### config.mk
export PLATFORM = sky130hd
export DESIGN_NAME = chroma_hdown
export DESIGN_NICKNAME = d
export VERILOG_FILES = /design/src/rtl/hcd_pkg.sv /design/src/rtl/hcd_ctrl.sv /design/src/rtl/hcd_win.sv /design/src/rtl/hcd_filt.sv /design/src/rtl/chroma_hdown.sv
export SDC_FILE = /design/constraint.sdc
export NUM_CORES = 2
export LEC_CHECK = 0
export ABC_CLOCK_PERIOD_IN_PS = 17300
export BUFFER_PORTS_ARGS = -buffer_cell sky130_fd_sc_hd__buf_4
export CAP_MARGIN = 20
export CELL_PAD_IN_SITES_DETAIL_PLACEMENT = 1
export CELL_PAD_IN_SITES_GLOBAL_PLACEMENT = 2
export CORE_ASPECT_RATIO = 0.75
export CORE_UTILIZATION = 39
export DETAILED_ROUTE_END_ITERATION = 8
export GPL_TIMING_DRIVEN = 0
export PLACE_DENSITY = 0.88
export RECOVER_POWER = 50
export SYNTH_ARGS = -nofsm -noshare
export SYNTH_HDL_FRONTEND = slang
export SYNTH_HIERARCHICAL = 1
export SYNTH_SLANG_ARGS = --single-unit
export TNS_END_PERCENT = 20
### constraint.sdc
create_clock -name clk -period 17.3 [get_ports clk]
set_input_delay 2.595 -clock clk [delete_from_list [all_inputs] [get_ports clk]]
set_output_delay 2.595 -clock clk [all_outputs]
set_load 0.02 [all_outputs]
### src/rtl/hcd_pkg.sv
package hcd_pkg;
    localparam int PW      = 10;
    localparam int NTAP    = 12;
    localparam int CENTER  = 6;
    localparam int LEAD    = NTAP - CENTER;
    localparam int COEF_W  = 10;
    localparam int ACC_W   = PW + COEF_W + 4;
    localparam int FRAC    = 9;
    localparam int NARROW_MAX = 255;

    typedef logic [PW-1:0] samp_t;

    typedef struct packed {
        samp_t y;
        samp_t cb;
        samp_t cr;
    } pix_t;

    typedef enum logic [1:0] {
        M_DROP    = 2'd0,
        M_AVG     = 2'd1,
        M_COSITE  = 2'd2,
        M_OFFSITE = 2'd3
    } meth_e;

    typedef struct packed {
        logic  reduce;
        logic  narrow;
        meth_e meth;
    } mode_t;

    typedef enum logic [1:0] {W_HOLD, W_FILL, W_PUSH, W_REPEAT} wop_e;

    function automatic mode_t decode_mode(input logic [7:0] w);
        mode_t m;
        m.reduce = w[0] & w[1];
        m.narrow = w[7];
        m.meth   = meth_e'(w[4:3]);
        return m;
    endfunction

    // Tap weight by window slot; slot 0 is the newest sample, slot CENTER the output phase.
    function automatic logic signed [COEF_W-1:0] tap(input meth_e m, input int i);
        logic signed [COEF_W-1:0] t;
        t = '0;
        if (m == M_COSITE) begin
            case (i)
                1, 11:   t = 10'sd22;
                3, 9:    t = -10'sd52;
                5, 7:    t = 10'sd158;
                6:       t = 10'sd256;
                default: t = '0;
            endcase
        end else if (m == M_OFFSITE) begin
            case (i)
                0, 11:   t = 10'sd5;
                1, 10:   t = 10'sd11;
                2, 9:    t = -10'sd21;
                3, 8:    t = -10'sd37;
                4, 7:    t = 10'sd70;
                5, 6:    t = 10'sd228;
                default: t = '0;
            endcase
        end
        return t;
    endfunction

    function automatic samp_t to_depth(input samp_t v, input logic narrow);
        logic [PW:0] r;
        r = ({1'b0, v} + (PW+1)'(2)) >> 2;
        if (r > (PW+1)'(NARROW_MAX)) r = (PW+1)'(NARROW_MAX);
        return narrow ? samp_t'(r) : v;
    endfunction
endpackage

### src/rtl/hcd_ctrl.sv
module hcd_ctrl
    import hcd_pkg::*;
#(
    parameter int LINE_W = 13
) (
    input  logic       clk,
    input  logic       rst,
    input  logic       cfg_we,
    input  logic [7:0] cfg_wdata,
    input  logic       i_valid,
    input  logic       i_sol,
    input  logic       i_eol,
    input  logic       can_step,
    output logic       i_ready,
    output wop_e       op,
    output mode_t      mode_use,
    output mode_t      mode_act,
    output logic       nv,
    output logic       nsol,
    output logic       neol,
    output logic       neven
);
    localparam int IW = LINE_W + 1;
    localparam logic signed [IW-1:0] START = IW'(-LEAD);

    logic signed [IW-1:0] cidx, cidx_n, last;
    logic  flushing, take, fstep;
    mode_t shadow, active;

    assign i_ready  = can_step & ~flushing;
    assign take     = i_valid & i_ready;
    assign fstep    = flushing & can_step;
    assign mode_act = active;

    always_comb begin
        op     = W_HOLD;
        cidx_n = cidx;
        if (take) begin
            op     = i_sol ? W_FILL : W_PUSH;
            cidx_n = i_sol ? START : cidx + IW'(1);
        end else if (fstep) begin
            op     = W_REPEAT;
            cidx_n = cidx + IW'(1);
        end
        mode_use = (take & i_sol) ? shadow : active;
        nv       = (take | fstep) & ~cidx_n[IW-1];
        nsol     = (cidx_n == '0);
        neol     = fstep & (cidx_n == last);
        neven    = ~cidx_n[0];
    end

    always_ff @(posedge clk) begin
        if (rst) begin
            cidx     <= START;
            last     <= '0;
            flushing <= 1'b0;
            shadow   <= '0;
            active   <= '0;
        end else begin
            if (cfg_we) shadow <= decode_mode(cfg_wdata);
            if (take | fstep) cidx <= cidx_n;
            if (take & i_sol) active <= shadow;
            if (take & i_eol) begin
                flushing <= 1'b1;
                last     <= cidx_n + IW'(LEAD);
            end
            if (fstep && cidx_n == last) flushing <= 1'b0;
        end
    end

    // the applied mode only moves when a start-of-line pixel is taken
    assert_mode_at_sol_R10: assert property (@(posedge clk) disable iff (rst)
        !(take && i_sol) |=> $stable(active));
endmodule

### src/rtl/hcd_win.sv
module hcd_win
    import hcd_pkg::*;
(
    input  logic clk,
    input  logic rst,
    input  wop_e op,
    input  pix_t din,
    output pix_t nxt [NTAP]
);
    pix_t w [NTAP];

    for (genvar i = 0; i < NTAP; i++) begin : g_slot
        if (i == 0) begin : g_head
            assign nxt[i] = (op == W_FILL || op == W_PUSH) ? din : w[i];
        end else begin : g_body
            assign nxt[i] = (op == W_FILL) ? din :
                            (op == W_HOLD) ? w[i] : w[i-1];
        end
    end

    always_ff @(posedge clk) begin
        if (rst) begin
            for (int i = 0; i < NTAP; i++) w[i] <= '0;
        end else begin
            w <= nxt;
        end
    end
endmodule

### src/rtl/hcd_filt.sv
module hcd_filt
    import hcd_pkg::*;
(
    input  samp_t win [NTAP],
    input  meth_e meth,
    output samp_t res
);
    localparam logic signed [ACC_W-1:0] HALF = ACC_W'(1) <<< (FRAC - 1);
    localparam logic signed [ACC_W-1:0] HI   = ACC_W'((1 << PW) - 1);

    logic signed [ACC_W-1:0] acc, rnd, s, c;
    logic [PW:0] pair;
    samp_t clamped;

    always_comb begin
        acc = '0;
        for (int i = 0; i < NTAP; i++) begin
            s   = ACC_W'(signed'({1'b0, win[i]}));
            c   = ACC_W'(tap(meth, i));
            acc = acc + s * c;
        end
        rnd = (acc + HALF) >>> FRAC;
        if (rnd < 0)       clamped = '0;
        else if (rnd > HI) clamped = '1;
        else               clamped = samp_t'(rnd);

        pair = {1'b0, win[CENTER]} + {1'b0, win[CENTER-1]} + (PW+1)'(1);
        case (meth)
            M_DROP:  res = win[CENTER];
            M_AVG:   res = samp_t'(pair >> 1);
            default: res = clamped;
        endcase
    end
endmodule

### src/rtl/chroma_hdown.sv
module chroma_hdown
    import hcd_pkg::*;
#(
    parameter int LINE_W = 13
) (
    input  logic          clk,
    input  logic          rst,
    input  logic          cfg_we,
    input  logic [7:0]    cfg_wdata,
    input  logic          i_valid,
    output logic          i_ready,
    input  logic          i_sol,
    input  logic          i_eol,
    input  logic [PW-1:0] i_y,
    input  logic [PW-1:0] i_cb,
    input  logic [PW-1:0] i_cr,
    output logic          o_valid,
    input  logic          o_ready,
    output logic          o_sol,
    output logic          o_eol,
    output logic          o_cvalid,
    output logic [PW-1:0] o_y,
    output logic [PW-1:0] o_cb,
    output logic [PW-1:0] o_cr
);
    localparam int NCOMP = 2;

    logic  can_step, nv, nsol, neol, neven;
    wop_e  op;
    mode_t mode_use, mode_act;
    pix_t  din;
    pix_t  nxt [NTAP];
    samp_t fres [NCOMP];

    assign din      = '{y: i_y, cb: i_cb, cr: i_cr};
    assign can_step = ~o_valid | o_ready;

    hcd_ctrl #(.LINE_W(LINE_W)) u_ctrl (
        .clk(clk), .rst(rst), .cfg_we(cfg_we), .cfg_wdata(cfg_wdata),
        .i_valid(i_valid), .i_sol(i_sol), .i_eol(i_eol), .can_step(can_step),
        .i_ready(i_ready), .op(op), .mode_use(mode_use), .mode_act(mode_act),
        .nv(nv), .nsol(nsol), .neol(neol), .neven(neven)
    );

    hcd_win u_win (.clk(clk), .rst(rst), .op(op), .din(din), .nxt(nxt));

    for (genvar c = 0; c < NCOMP; c++) begin : g_comp
        samp_t cw [NTAP];
        for (genvar i = 0; i < NTAP; i++) begin : g_t
            assign cw[i] = (c == 0) ? nxt[i].cb : nxt[i].cr;
        end
        hcd_filt u_filt (.win(cw), .meth(mode_use.meth), .res(fres[c]));
    end

    always_ff @(posedge clk) begin
        if (rst) begin
            o_valid  <= 1'b0;
            o_sol    <= 1'b0;
            o_eol    <= 1'b0;
            o_cvalid <= 1'b0;
            o_y      <= '0;
            o_cb     <= '0;
            o_cr     <= '0;
        end else if (can_step) begin
            o_valid <= nv;
            o_sol   <= nsol;
            o_eol   <= neol;
            o_y     <= to_depth(nxt[CENTER].y, mode_use.narrow);
            if (mode_use.reduce) begin
                o_cvalid <= neven;
                o_cb     <= neven ? to_depth(fres[0], mode_use.narrow) : '0;
                o_cr     <= neven ? to_depth(fres[1], mode_use.narrow) : '0;
            end else begin
                o_cvalid <= 1'b1;
                o_cb     <= to_depth(nxt[CENTER].cb, mode_use.narrow);
                o_cr     <= to_depth(nxt[CENTER].cr, mode_use.narrow);
            end
        end
    end

    // a stalled output pixel keeps its value
    assert_hold_R9: assert property (@(posedge clk) disable iff (rst)
        o_valid && !o_ready |=> o_valid && $stable(o_y) && $stable(o_cb) &&
        $stable(o_cr) && $stable(o_sol) && $stable(o_eol) && $stable(o_cvalid));

    // narrowed output never exceeds the 8-bit range
    assert_narrow_R7: assert property (@(posedge clk) disable iff (rst)
        o_valid && mode_act.narrow |-> o_y <= 10'd255 && o_cb <= 10'd255 && o_cr <= 10'd255);

    // index 0 is even, so it always carries chroma
    assert_sol_chroma_R2: assert property (@(posedge clk) disable iff (rst)
        o_valid && o_sol |-> o_cvalid);

    // the pixel after a line end opens a new line
    assert_eol_then_sol_R8: assert property (@(posedge clk) disable iff (rst)
        o_valid && o_ready && o_eol |=> !o_valid || o_sol);
endmodule

# Yosys cells after proc, flatten, opt, wreduce, memory -nomap -nowiden

Index checks and enable logic that the tools add are counted.

Register bits after elaboration: 401
Word-level logic and storage cells: 213
Bits of input ports: 45

$add $sub $neg: 35
Magnitude comparators: 9
Equal/unequal tests: 7
Mux-type cells: 69
Multiply operators: 24
Bitwise gates (word level): 14
Reduce and logical (&&, ||, !) cells: 6

Operator list:

| kind                   | number |
|---|---|
| $mux 30                | 18 |
| $add 24x24->24         | 22 |
| $mul 11x10->21         | 11 |
| $mux 10                | 19 |
| $mux 20                | 5 |
| $add 10x2->11 const B  | 5 |
| $mul 10x8->18          | 3 |
| $mux 9                 | 6 |
| $add 24x10->24 const B | 2 |
| $gt 9x8->1 const B     | 5 |
| $mul 10x5->15          | 3 |
| $mux 14                | 3 |
| $pmux 10 s2            | 2 |
| $mul 10x9->19          | 2 |
| $mul 10x7->17          | 2 |
| $gt 15x11->1 const B   | 2 |
| $lt 15x1->1 const B    | 2 |
| $mul 10x4->14          | 2 |
| $mux 8                 | 3 |
| $add 10x10->11         | 2 |
| $add 11x1->11 const B  | 2 |
| $add 14x2->14 const B  | 1 |
| $add 14x4->14 const B  | 1 |
| $eq 14x14->1           | 1 |
| 18 further kinds       | 40 |

# Longest topological paths before layout

Word-level depth: 32
Mapped depth: 69
Gate-level depth less buffers: 63

# Hierarchy

The synthesis kept the hierarchy.

By module, submodules not included:

| module                       | instances | cells each | area an instance (µm²) | seq. area each (µm²) |
|---|---|---|---|---|
| hcd_filt at g_comp[0].u_filt | 1         | 2,726      | 26,236.4               | 0.0 |
| hcd_filt at g_comp[1].u_filt | 1         | 2,712      | 25,702.2               | 0.0 |
| hcd_win                      | 1         | 1,662      | 16,318.2               | 7,206.9 |
| chroma_hdown                 | 1         | 337        | 2,583.7                | 680.7 |
| hcd_ctrl                     | 1         | 278        | 2,253.4                | 740.7 |

# Worst setup path before layout

No wires, ideal clock.

Path kind: input port to flip-flop
Start point: input port o_ready
End point: register o_cb[7]
Setup slack: -1,155 ps
Cell stages on the path: 66
Path buffers: 7
Required time: 17,183 ps
Setup time: 117 ps
Data arrival time: 18,338 ps
Cells stage by stage: nor2b_1 -> buf_2 -> inv_1 -> buf_2 -> buf_2 -> nand4b_1 -> clkbuf_1 -> nand2_1 -> ha_1 -> inv_1 -> buf_2 -> clkbuf_1 -> clkbuf_1 -> a21oi_1 -> and2_1 -> nand2b_1 -> inv_1 -> fa_1 -> (+30 left out) -> inv_1 -> fa_1 -> inv_1 -> ha_1 -> a21oi_1 -> o221ai_1 -> a221o_1 -> a31oi_4 -> o211ai_1 -> a31oi_2 -> o21ai_0 -> o22ai_1 -> ha_1 -> and4_4 -> nand4_1 -> mux2i_1 -> mux4_2 -> a32o_1

RTL lines:

| what                 | line               | RTL |
|---|---|---|
| from (decl)          | chroma_hdown.sv:18 | `input logic o_ready,` |
| to (signal assigned) | chroma_hdown.sv:71 | `o_cb <= neven ? to_depth(fres[0], mode_use.narrow) : '0;` |
| to (signal assigned) | chroma_hdown.sv:75 | `o_cb <= to_depth(nxt[CENTER].cb, mode_use.narrow);` |
| to (decl)            | chroma_hdown.sv:23 | `output logic [PW-1:0] o_cb,` |

==> metrics.cfg <==
[outcome]
status = finished, violations left
failed_checks = setup timing

[pwr]
p_clk_share_pct = 22.5
vdd_drop_max_mv = 0.0734
intPower_uw = 2290
p_sw_share_pct = 45.1
static-leakage-power_uw = 0.0417
power_frac_comb_pct = 52.4
seqPwrFrac_pct = 25.1
p_per_area_mw_per_mm2 = 52.7
power.switching_uw = 1880
p_total_uw = 4170

[critical_path]
crit_path_frequent_cell = fa_1
slowest_delay_ns = 0.64
reg2reg_slack_ns = 1.59
path_max_fanout = 10
start_kind = primary input
critical_path_class = primary input to flip-flop
reg2reg_to = o_cb[7]
reg2reg_from = o_valid
crit_buf_inv = 18
critPathSlowestCell = fa_2
required_ns = 17.77
startpoint = o_ready
path_delay_family = adder cells
endpoint_kind = flip-flop
cp.arrival_ns = 17.86
rr_worst_depth = 55

[drt]
ant_nets = 0
viasPerCell = 5.52
drtIter0Drc = 5047
drt_pass1_iterations = 6
totalWireLength_um = 274000
drc = 0
drt-wirelength-per-cell_um = 27.1
num_vias = 55900

[timing]
fmax_ghz = 0.0575
hold_violations = 0
fin_crit_ns = 17.39
rsz0062_at_grt = yes
finalSetupViolCount = 4
slew_headroom_pct = 19.4
fin_ws_ns = -0.0908
finalCritPeriodShare_pct = 101
setup_tns_ns = -0.123
fin_skew_ns = 0.0173
report.final.slew_viol_count = 0
worst_pin_slew_ns = 1.20

[global_routing]
gr-total-overflow = 0
antenna_found_initial = 14
grt_pass1_vias = 60500
grt_first_pass_wirelength_um = 407000
track_usage_pct = 30.3
grt_max_degree = 20

[logic_synthesis]
syn-num-nets = 9736
postSynthCellCount = 7465
synth_area_mm2 = 0.0707
synth_area_per_cell_um2 = 9.47
ys_warn_count = 6

[cells_and_area]
multi_input_area_mm2 = 0.0569
utilization_pct = 44.2
nets = 9988
stdcell_count = 10100
area_growth_pct = 12.0
design_area_mm2 = 0.0792
drive_above_1_share_pct = 10.6
regArea_mm2 = 0.00763
fillCellCount = 20300

[clock_tree]
cts_hold_buffers = 0
clock_latency_ns = 0.59
clockBufferDepth = 3
clockRootBuffer = clkbuf_16
cts_tree = built
cts-htree-levels = 2
cts_made_buffers = 43
cts_sinks = 381
path_clk_slew_ns = 0.06

[hold_path]
whs_endpoint = o_y[5]
hp-start = o_y[5]
holdCritPathClass = flip-flop to flip-flop
hold_path_depth = 2

[place]
placed_area_mm2 = 0.0748
dp_hpwl_um = 239000
port_buffers = 75
gp_congestion = 0.991
placed_cells = 9942

[floorplan]
die_height_um = 371
num_rows = 134
dieArea_mm2 = 0.183
die-width_um = 494
core-area_mm2 = 0.179
start_util_pct = 39.5
boundaryPins = 80

[flow_run]
maxCapViolCount = 0

==> layer usage <==
metal / vias up / share of wire [%] / global-route usage [%]
li1: 24400 / - / -
met5: - / 0.012 / 0
met3: 305 / 11 / 8.40
met2: 2197 / 40 / 43.2
met1: 29000 / 46 / 45.2
met4: 6 / 2.4 / 6.32
==> cells in the final DEF, fill, tap and decap left out, types with 65 or more instances in the layout <==
master,instances
inv_1,1713
fa_1,1175
ha_1,1007
dfxtp_1,381
a21oi_1,306
a211oi_1,298
mux2i_1,289
nand2_1,284
nor2_1,250
buf_4,218
clkbuf_1,189
and3_1,157
xnor2_1,128
o21ai_0,100
nor2b_1,95
nand2b_1,68
and2_1,65
==> final cells by class <==
type / instances / share of cell area [%]
multi-input cells: 5002 / 71.8
flip-flops and latches: 381 / 9.63
inverters: 1737 / 8.25
well taps: 2380 / 3.76
plain buffers: 341 / 2.54
repair buffers: 211 / 2.24
clock buffers: 60 / 1.57
clock inverters: 15 / 0.186
diodes: 8 / 0.0253
==> what timing repair did <==
| item | in CTS | in global routing |
|---|---|---|
| pin swaps | 93 | 96 |
| gates resized for setup | 414 | 114 |
| buffers inserted | 75 | 38 |
| endpoints found under the setup margin | 20 | 20 |
==> power by group through the flow <==
| stage | clock network [uW] | logic, uW | registers (uW) |
|---|---|---|---|
| 2_1_floorplan | 0 | 1150 | 1040 |
| 3_3_place_gp | 0 | 1850 | 1060 |
| 3_5_place_dp | 0 | 1930 | 1060 |
| 4_1_cts | 947 | 2070 | 1040 |
| 5_1_grt | 979 | 2320 | 1050 |
| 6_report | 939 | 2190 | 1050 |
==> worst max path at each step <==
stage	endpoint	slack, ns	cells after the start
final	o_cb[7]	-0.09	56
after global routing	o_cb[7]	-0.45	57
after CTS	o_cr[2]	0.002	64
after detailed placement	o_cr[6]	-3.97	62
after global placement	o_cr[6]	-4.31	57
after floorplan	o_cb[7]	-0.03	64
==> metrics by stage <==
step	hold WS (ns)	setup WS, ns
finish	0.460	-0.0908
global route	0.491	-0.451
CTS	0.462	0.00175
detailed placement	0.450	-3.97
global placement	0.446	-4.31
floorplan	0.444	-0.0327
==> flip-flops by register name, indices dropped and copies added (netlist names), 4 cells and up <==
register,flops
o_cb,10
u_ctrl/mode_act,4
u_ctrl/last,14
u_win/w,310
o_cr,10
o_y,10
u_ctrl/cidx,14
u_ctrl/shadow,4
==> tightest hold or removal path, delay by kind of cell (launching register included) <==
kind / cells / cell delay [ns]
flops: 1 / 0.31
simple gates: 1 / 0.05
compound gates: 1 / 0.05
(Power assumes the default switching activity.)
